===== src/rtl/bptr_pkg.sv =====
package bptr_pkg;
  typedef enum logic [1:0] {
    ADV_NONE   = 2'd0,
    ADV_INC    = 2'd1,
    ADV_HOLD   = 2'd2,
    ADV_TOGGLE = 2'd3
  } adv_kind_e;
endpackage


===== src/rtl/bptr_decode.sv =====
module bptr_decode #(
  parameter int ADDR_W    = 8,
  parameter int NUM_PAIRS = 11,
  parameter int B_BASE    = 16,
  parameter int CFG_PAIR  = 5
) (
  input  logic [ADDR_W-1:0]            addr,
  input  logic                         split,
  output logic                         valid,
  output logic [$clog2(NUM_PAIRS)-1:0] pair,
  output logic                         port_b,
  output logic                         cfg
);
  localparam int PAIR_W  = $clog2(NUM_PAIRS);
  localparam int LAST_IL = 2 * NUM_PAIRS - 1;
  localparam int LAST_A  = NUM_PAIRS - 1;
  localparam int LAST_B  = B_BASE + NUM_PAIRS - 1;

  logic              raw_valid;
  logic [PAIR_W-1:0] raw_pair;
  logic              raw_b;

  always_comb begin
    raw_valid = 1'b0;
    raw_pair  = '0;
    raw_b     = 1'b0;
    if (!split) begin
      if (addr <= ADDR_W'(LAST_IL)) begin
        raw_valid = 1'b1;
        raw_pair  = PAIR_W'(addr >> 1);
        raw_b     = addr[0];
      end
    end else begin
      if (addr <= ADDR_W'(LAST_A)) begin
        raw_valid = 1'b1;
        raw_pair  = PAIR_W'(addr);
      end else if (addr >= ADDR_W'(B_BASE) && addr <= ADDR_W'(LAST_B)) begin
        raw_valid = 1'b1;
        raw_pair  = PAIR_W'(addr - ADDR_W'(B_BASE));
        raw_b     = 1'b1;
      end
    end
  end

  // The shared configuration register exists once; both aliases select port A.
  always_comb begin
    valid  = raw_valid;
    pair   = raw_pair;
    cfg    = raw_valid && (raw_pair == PAIR_W'(CFG_PAIR));
    port_b = raw_b && !cfg;
  end
endmodule


===== src/rtl/bptr_step.sv =====
module bptr_step
  import bptr_pkg::*;
#(
  parameter int ADDR_W    = 8,
  parameter int NUM_PAIRS = 11,
  parameter int B_BASE    = 16
) (
  input  logic [ADDR_W-1:0] addr,
  input  logic              split,
  input  adv_kind_e         kind,
  output logic [ADDR_W-1:0] nxt
);
  localparam int LAST_IL = 2 * NUM_PAIRS - 1;
  localparam int LAST_A  = NUM_PAIRS - 1;
  localparam int LAST_B  = B_BASE + NUM_PAIRS - 1;

  function automatic logic [ADDR_W-1:0] inc_addr(input logic [ADDR_W-1:0] a,
                                                 input logic s);
    logic [ADDR_W-1:0] r;
    if (!s) begin
      r = (a >= ADDR_W'(LAST_IL)) ? '0 : a + ADDR_W'(1);
    end else if (a == ADDR_W'(LAST_A)) begin
      r = ADDR_W'(B_BASE);
    end else if (a >= ADDR_W'(LAST_B)) begin
      r = '0;
    end else begin
      r = a + ADDR_W'(1);
    end
    return r;
  endfunction

  function automatic logic [ADDR_W-1:0] partner(input logic [ADDR_W-1:0] a);
    return a ^ ADDR_W'(1);
  endfunction

  always_comb begin
    unique case (kind)
      ADV_INC:    nxt = inc_addr(addr, split);
      ADV_TOGGLE: nxt = partner(addr);
      default:    nxt = addr;
    endcase
  end
endmodule


===== src/rtl/bank_addr_ptr.sv =====
module bank_addr_ptr
  import bptr_pkg::*;
#(
  parameter int ADDR_W    = 8,
  parameter int NUM_PAIRS = 11,
  parameter int B_BASE    = 16,
  parameter int CFG_PAIR  = 5
) (
  input  logic                         clk,
  input  logic                         rst_n,
  input  logic                         addr_load,
  input  logic [ADDR_W-1:0]            addr_byte,
  input  logic                         byte_done,
  input  logic                         bank_split,
  input  logic                         byte_mode,
  output logic [ADDR_W-1:0]            cur_addr,
  output logic [$clog2(NUM_PAIRS)-1:0] reg_pair,
  output logic                         reg_port_b,
  output logic                         reg_valid,
  output logic                         cfg_hit
);
  localparam int LAST_IL = 2 * NUM_PAIRS - 1;

  logic [ADDR_W-1:0] ptr_q;
  logic [ADDR_W-1:0] step_addr;
  logic              do_load;
  logic              do_adv;
  logic              in_il_range;
  adv_kind_e         step_kind;

  assign do_load     = addr_load;
  assign do_adv      = byte_done && !addr_load;
  assign in_il_range = ptr_q <= ADDR_W'(LAST_IL);

  always_comb begin
    if (!do_adv)                         step_kind = ADV_NONE;
    else if (!byte_mode)                 step_kind = ADV_INC;
    else if (bank_split || !in_il_range) step_kind = ADV_HOLD;
    else                                 step_kind = ADV_TOGGLE;
  end

  bptr_step #(
    .ADDR_W(ADDR_W), .NUM_PAIRS(NUM_PAIRS), .B_BASE(B_BASE)
  ) u_step (
    .addr (ptr_q),
    .split(bank_split),
    .kind (step_kind),
    .nxt  (step_addr)
  );

  always_ff @(posedge clk or negedge rst_n) begin
    if (!rst_n)       ptr_q <= '0;
    else if (do_load) ptr_q <= addr_byte;
    else              ptr_q <= step_addr;
  end

  bptr_decode #(
    .ADDR_W(ADDR_W), .NUM_PAIRS(NUM_PAIRS), .B_BASE(B_BASE), .CFG_PAIR(CFG_PAIR)
  ) u_dec (
    .addr  (ptr_q),
    .split (bank_split),
    .valid (reg_valid),
    .pair  (reg_pair),
    .port_b(reg_port_b),
    .cfg   (cfg_hit)
  );

  assign cur_addr = ptr_q;
endmodule


===== config.mk =====
export PLATFORM = sky130hd
export DESIGN_NAME = bank_addr_ptr
export DESIGN_NICKNAME = d
export VERILOG_FILES = /design/src/rtl/bptr_pkg.sv /design/src/rtl/bptr_decode.sv /design/src/rtl/bptr_step.sv /design/src/rtl/bank_addr_ptr.sv
export SDC_FILE = /design/constraint.sdc
export NUM_CORES = 1
export LEC_CHECK = 0
export CAP_MARGIN = 15
export CORE_AREA = 2 2 45 47
export DETAILED_ROUTE_END_ITERATION = 7
export DIE_AREA = 0 0 47 49
export PLACE_DENSITY_LB_ADDON = 0.08
export SLEW_MARGIN = 20
export SYNTH_ARGS = -nofsm -noshare
export SYNTH_HDL_FRONTEND = slang
export SYNTH_SLANG_ARGS = --single-unit

===== constraint.sdc =====
create_clock -name clk -period 4.35 [get_ports clk]
set_clock_uncertainty 0.1 [all_clocks]
set_input_delay 0.87 -clock clk [delete_from_list [all_inputs] [get_ports clk]]
set_output_delay 0.87 -clock clk [all_outputs]
set_load 0.05 [all_outputs]

==> out/summary.txt, run 1 <==
Area growth, synth to finish = 35.18%
Initial DRC Count = 9
Drt total wl = 2.013 mm
Leak = 0.4354 nW
RSZ-0062 raised after global routing = no
Die ar. = 2303 µm²
Status = finished clean
Top cell type's share of synthesized area = 24.58%
Achievable Freq = 0.2506 GHz
Crit path kind = in2out
Post-route ant nets = 0
Postcts setup bufs = 0
Maximum VDD drop = 0.1950 mV
Internal = 0.1776 mW
Die Y = 49 µm
Clock power frac = 17.1%
Initial antenna violation count = 0
Net Count, Synth = 120
CTS buffer count = 3
Avg Vias per Cell = 5.583
Total GRT Usage = 21.44%
CP endpoint kind = output pin
Ant. Diodes = 0
Worst-Margin Slew = 0.6471 ns
Wire per inst = 13.33 µm
Sw frac = 43.53%
Reg clk slew, reported paths = 0.05 ns
Die width = 47 µm
DR DRC count = 0
WP data required = 3.38 ns
Tcrit/Tclk final = 91.75%
Post-Syn Area = 814.5 µm²
Fin crit period = 3.991 ns
CTS tree = yes
Hold Buf Count CTS = 0
Gate power share = 49.9%
Initial Util = 44.23%
Most common cell after layout, fill and taps aside = clkdlybuf4s50_1
Ranking of synthesized cells by area = dfrtp_1 25%, ha_1 6.1%, a21oi_1 5.5%
Seq pwr share = 32.9%
Initial DRT Pass Iterations = 4
Largest net degree at the start of global routing = 20
Headroom to the max-slew limit = 56.73%
Most frequent cells in the layout = 28 x clkdlybuf4s50_1, 11 x nand2_1, 9 x a21oi_1
Post-synth EDFFs = 0
H-tree depth = 1
Yosys top cell by area = dfrtp_1
Power density cells = 285.6 nW/µm²
# resized after CTS = 0
Pre-CTS setup slack = 0.3634 ns
CTS sink cnt = 8
Final setup violation count = 0
Clk_lat worst skew = 0.24 ns
Vias in the first global route = 837
I/O pin total = 29
Max FFs per register = 8
Critical path launch point type = input pin
CP arrival = 3.02 ns
Hold Crit Class = reg2reg
Root Buffer = clkbuf_4
Asr flop ratio synth = 100.0%
Syn. warnings = 0
Syn Inst Count = 102
Vias = 843
Core area = 1842 µm²
CP Max Fanout = 9
Slack of the critical path = 0.3590 ns
Layout cells sized above 1 = 6.452%
Syn Area/Cell = 7.986 µm²
Layout Utilization = 59.78%
Max Cap Viol = 0
DPL Wire Length = 1.533 mm
Slew Limit Fails = 0
Final count of hold timing violations = 0
Yosys cell types = 43
Total grt overflow = 0
Main synth FF type = dfrtp_1
Sw Pwr = 0.1369 mW
Synth Register Bits = 8
Deepest clock path buffer count = 2
PortBufs = 28
Global-route wire length before repair = 3.684 mm
Seq/Total Area, Yosys = 24.58%
Final Net Count = 144
Final GP Congestion = 0.8645
FP Rows = 16
Total Neg Setup Slack = 0 ns
[worst paths after layout]
path                       slack, ns        start  depth (start not counted)          end
setup reg to reg                2.18  cur_addr[1]                          6  cur_addr[0]
min in group asynchronous       0.80        rst_n                          1  cur_addr[5]
setup / recovery                0.36   bank_split                          6  reg_pair[1]
max in group asynchronous       3.09        rst_n                          1  cur_addr[4]
hold reg to reg                 0.45  cur_addr[5]                          2  cur_addr[5]
hold / removal                  0.45  cur_addr[5]                          2  cur_addr[5]
[routing by layer]
metal  wire, µm  up-vias  global-route usage [%]
li1           -      416                       -
met1        867      401                   27.38
met2       1054       24                   36.30
met3         77        2                   1.111
met4         13        0                   8.333
met5          0        -                       0
[power by group through the flow]
stage	registers, mW	logic [mW]	clock network [mW]
floorplan	0.118	0.0959	0
global placement	0.104	0.155	0
detailed placement	0.105	0.157	0
CTS	0.104	0.158	0.0562
global route	0.106	0.170	0.0598
finish	0.104	0.157	0.0539
[Yosys cell counts, types with 2 or more instances]
| cell | n |
|---|---|
| a21oi_1 | 9 |
| o21ai_0 | 4 |
| nand2b_1 | 2 |
| buf_2 | 4 |
| a2bb2oi_1 | 2 |
| and3_1 | 2 |
| nor2_1 | 4 |
| dfrtp_1 | 8 |
| or3_1 | 3 |
| mux2i_1 | 2 |
| nand3_1 | 2 |
| a22o_1 | 3 |
| inv_1 | 5 |
| nor3_1 | 3 |
| nor2b_1 | 3 |
| nand2_1 | 11 |
| a31oi_1 | 2 |
| nor3b_1 | 3 |
| ha_1 | 4 |
| clkbuf_1 | 3 |
[cell families (layout without fill, tap and decap cells)]
| logic type | Yosys count | in the layout | share of synthesized area [%] |
|---|---|---|---|
| compound gates | 31 | 31 | 26.58 |
| buf+inv | 14 | 36 | 8.449 |
| simple gates | 42 | 42 | 30.72 |
| xor+xnor | 1 | 1 | 1.075 |
| mux | 2 | 2 | 2.458 |
| flops | 8 | 8 | 24.58 |
| fa+ha+maj | 4 | 4 | 6.145 |
[metrics by stage]
step | cells | power [mW] | instance area [µm²] | hold WS (ns)
finish | 151 | 0.3145 | 1101 | 0.4475
global placement | 148 | 0.2596 | 1079 | 0.4292
CTS | 151 | 0.3179 | 1101 | 0.4476
global route | 151 | 0.3361 | 1101 | 0.4765
detailed placement | 148 | 0.2620 | 1079 | 0.4361
floorplan | 102 | 0.2137 | 814.5 | 0.4744
[critical path, cell delays in order]
cell	delay (ns)
clkdlybuf4s50_1	0.55
a21oi_1	0.29
nand2_1	0.13
nor2_1	0.20
a22o_1	0.18
clkdlybuf4s50_1	0.80
[area by class of cell]
type,count,area (µm²)
fill,192,740.7
multi-input combinational,80,545.5
timing repair buffer,28,280.3
sequential,8,200.2
tap,27,33.78
clock buffer,3,22.52
inverter,5,18.77
Power figures use the tool's default switching activity.
==> inputs of run 2 (changes only) <==
- ABC_CLOCK_PERIOD_IN_PS: unset -> 4350
- RECOVER_POWER: unset -> 50
==> run 2 against run 1 <==
Clock power about the same. Clock-buffer cell count did not move. Critical path depth unchanged. Sequential power barely moved. Design area decreased by 0.34%. Setup slack got worse by 0.079 ns. Global-route usage unchanged. Largest cell class unchanged.
==> out/summary.txt, run 2 (same netlist as run 1, synthesis figures left out) <==
Final setup violation count = 0 (unchanged)
Min-Delay Endpoint = cur_addr[5]
Tcrit/Tclk final = 93.57% (+1.8 points)
Drt total wl = 2.025 mm (+0.60%)
Ant. Diodes = 0 (unchanged)
Initial DRT Pass Iterations = 4 (unchanged)
Die width = 47 µm (unchanged)
Root Buffer = clkbuf_4
Final count of hold timing violations = 0 (unchanged)
Final GP Congestion = 0.8645 (unchanged)
Placed Instance Area = 1079 µm² (unchanged)
Pwr Total = 0.3132 mW (-0.40%)
Post-route ant nets = 0 (unchanged)
Area growth, synth to finish = 34.72%
RSZ-0062 raised after global routing = no
Initial Util = 44.23% (unchanged)
DP Cell Count = 148 (unchanged)
Slack of the critical path = 0.2796 ns (-0.07937 ns)
Most common cell after layout, fill and taps aside = clkdlybuf4s50_1
Wire per inst = 13.41 µm (+0.60%)
RR Endpoint = cur_addr[0]
Leak = 0.4360 nW (+0.15%)
Worst-case reg-to-reg path depth = 6 (unchanged)
Initial antenna violation count = 0 (unchanged)
Hold slack = 0.4414 ns (-0.006104 ns)
M2 GR Usage = 36.30% (unchanged)
Die Y = 49 µm (unchanged)
DPL Wire Length = 1.533 mm (unchanged)
FP Rows = 16 (unchanged)
Slew Limit Fails = 0 (unchanged)
Met3 usage = 1.111% (unchanged)
Initial DRC Count = 10 (+1)
I/O pin total = 29 (unchanged)
Number of fill cells = 193 (+0.52%)
Layout cells sized above 1 = 5.645% (-0.81 points)
Hold Crit Depth = 2 (unchanged)
Hold Buf Count CTS = 0 (unchanged)
CTS tree = yes
WP data required = 3.38 ns (about the same)
Maximum VDD drop = 0.1952 mV (+0.11%)
Worst-Margin Slew = 0.6484 ns (+0.001290 ns)
Fin area = 1097 µm² (-0.34%)
DR DRC count = 0 (unchanged)
Avg Vias per Cell = 5.636 (+0.95%)
Max FFs per register = 8 (unchanged)
H-tree depth = 1 (unchanged)
Deepest clock path buffer count = 2 (unchanged)
Total grt overflow = 0 (unchanged)
Vias in the first global route = 837 (unchanged)
Die ar. = 2303 µm² (unchanged)
Global routing's busiest layer = met2
Top delay family on crit path = buffers and inverters
Largest net degree at the start of global routing = 20 (unchanged)
CP endpoint kind = output pin
Vias = 851 (+0.95%)
Hold_sp = cur_addr[5]
Critical path launch point type = input pin
CTS buffer count = 3 (unchanged)
Postcts setup bufs = 0 (unchanged)
Layout Utilization = 59.58% (-0.20 points)
Status = finished clean
Final Net Count = 144 (unchanged)
R2R Setup Slk = 2.13 ns (-0.05 ns)
Grt met1 use = 27.38% (unchanged)
Critical path cell sequence = dlygate4sd3_1 > a21oi_1 > nand2_1 > nor2_1 > a22o_1 > clkdlybuf4s50_1
CTS sink cnt = 8 (unchanged)
Hold Crit Class = reg2reg
Fin crit period = 4.070 ns (+0.07937 ns)
Max Cap Viol = 0 (unchanged)
CP arrival = 3.10 ns (+0.08 ns)
Crit path buf inv count = 2 (unchanged)
Reg clk slew, reported paths = 0.05 ns (about the same)
Achievable Freq = 0.2457 GHz (-1.9%)
Total GRT Usage = 21.44% (unchanged)
Headroom to the max-slew limit = 56.63% (-0.094 points)
# resized after CTS = 0 (unchanged)
Crit path kind = in2out
Clk_lat worst skew = 0.24 ns (about the same)
Core area = 1842 µm² (unchanged)
Global-route wire length before repair = 3.684 mm (unchanged)
CP Max Fanout = 9 (unchanged)
CP max-delay cell = clkdlybuf4s50_1
Critical path's largest stage delay = 0.80 ns (about the same)
Pre-CTS setup slack = 0.3634 ns (unchanged)
Final std cells w/o fill = 151 (unchanged)
Total Neg Setup Slack = 0 ns (unchanged)
Power density cells = 285.5 nW/µm² (about the same)
Most frequent cells in the layout = 24 x clkdlybuf4s50_1, 11 x nand2_1, 9 x a21oi_1
PortBufs = 28 (unchanged)
R2R Path Start = cur_addr[1]
-- run 2: cell types whose count changed in the layout (fill, tap and decap cells not counted) --
| cell | delta |
|---|---|
| or4b_1 | +1 |
| clkdlybuf4s50_1 | -4 |
| o21ai_0 | +1 |
| dlygate4sd3_1 | +4 |
| o21ai_1 | -1 |
| or4b_4 | -1 |
-- run 2: worst reg2reg max path, stage by stage, from the launching register on --
cell and delay [ns]:
dfrtp_1 0.56, inv_1 0.19, ha_1 0.23, nor3b_1 0.14
or4b_1 0.56, a31oi_1 0.21, o22ai_1 0.11
-- run 2: how the worst max path moves through the flow --
stage | from | to | slack (ns) | cells after the start
floorplan | bank_split | reg_port_b | 0.36 | 5
global placement | bank_split | reg_pair[2] | 0.42 | 6
detailed placement | bank_split | reg_pair[1] | 0.36 | 6
CTS | bank_split | reg_pair[1] | 0.36 | 6
global route | bank_split | reg_pair[1] | 0.15 | 6
finish | bank_split | reg_pair[1] | 0.28 | 6
-- run 2: area by class of cell --
cell class	count	area [µm²]	area share, %
clock buffer	3	22.52	2.052
sequential	8	200.2	18.24
multi-input combinational	80	541.8	49.37
tap	27	33.78	3.079
inverter	5	18.77	1.710
timing repair buffer	28	280.3	25.54
-- run 2: report_power, final --
part           switching (mW)  leakage [nW]  internal, mW
Combinational          0.0927         0.324        0.0626
Sequential             0.0216        0.0977        0.0821
Clock                  0.0228        0.0138        0.0314
Total                   0.137         0.436         0.176
-- run 2: per-layer routing --
metal	routed length (µm)	share of wire [%]
met1	876	43
met3	79	3.9
met5	0	0
met2	1056	52
met4	13	0.64
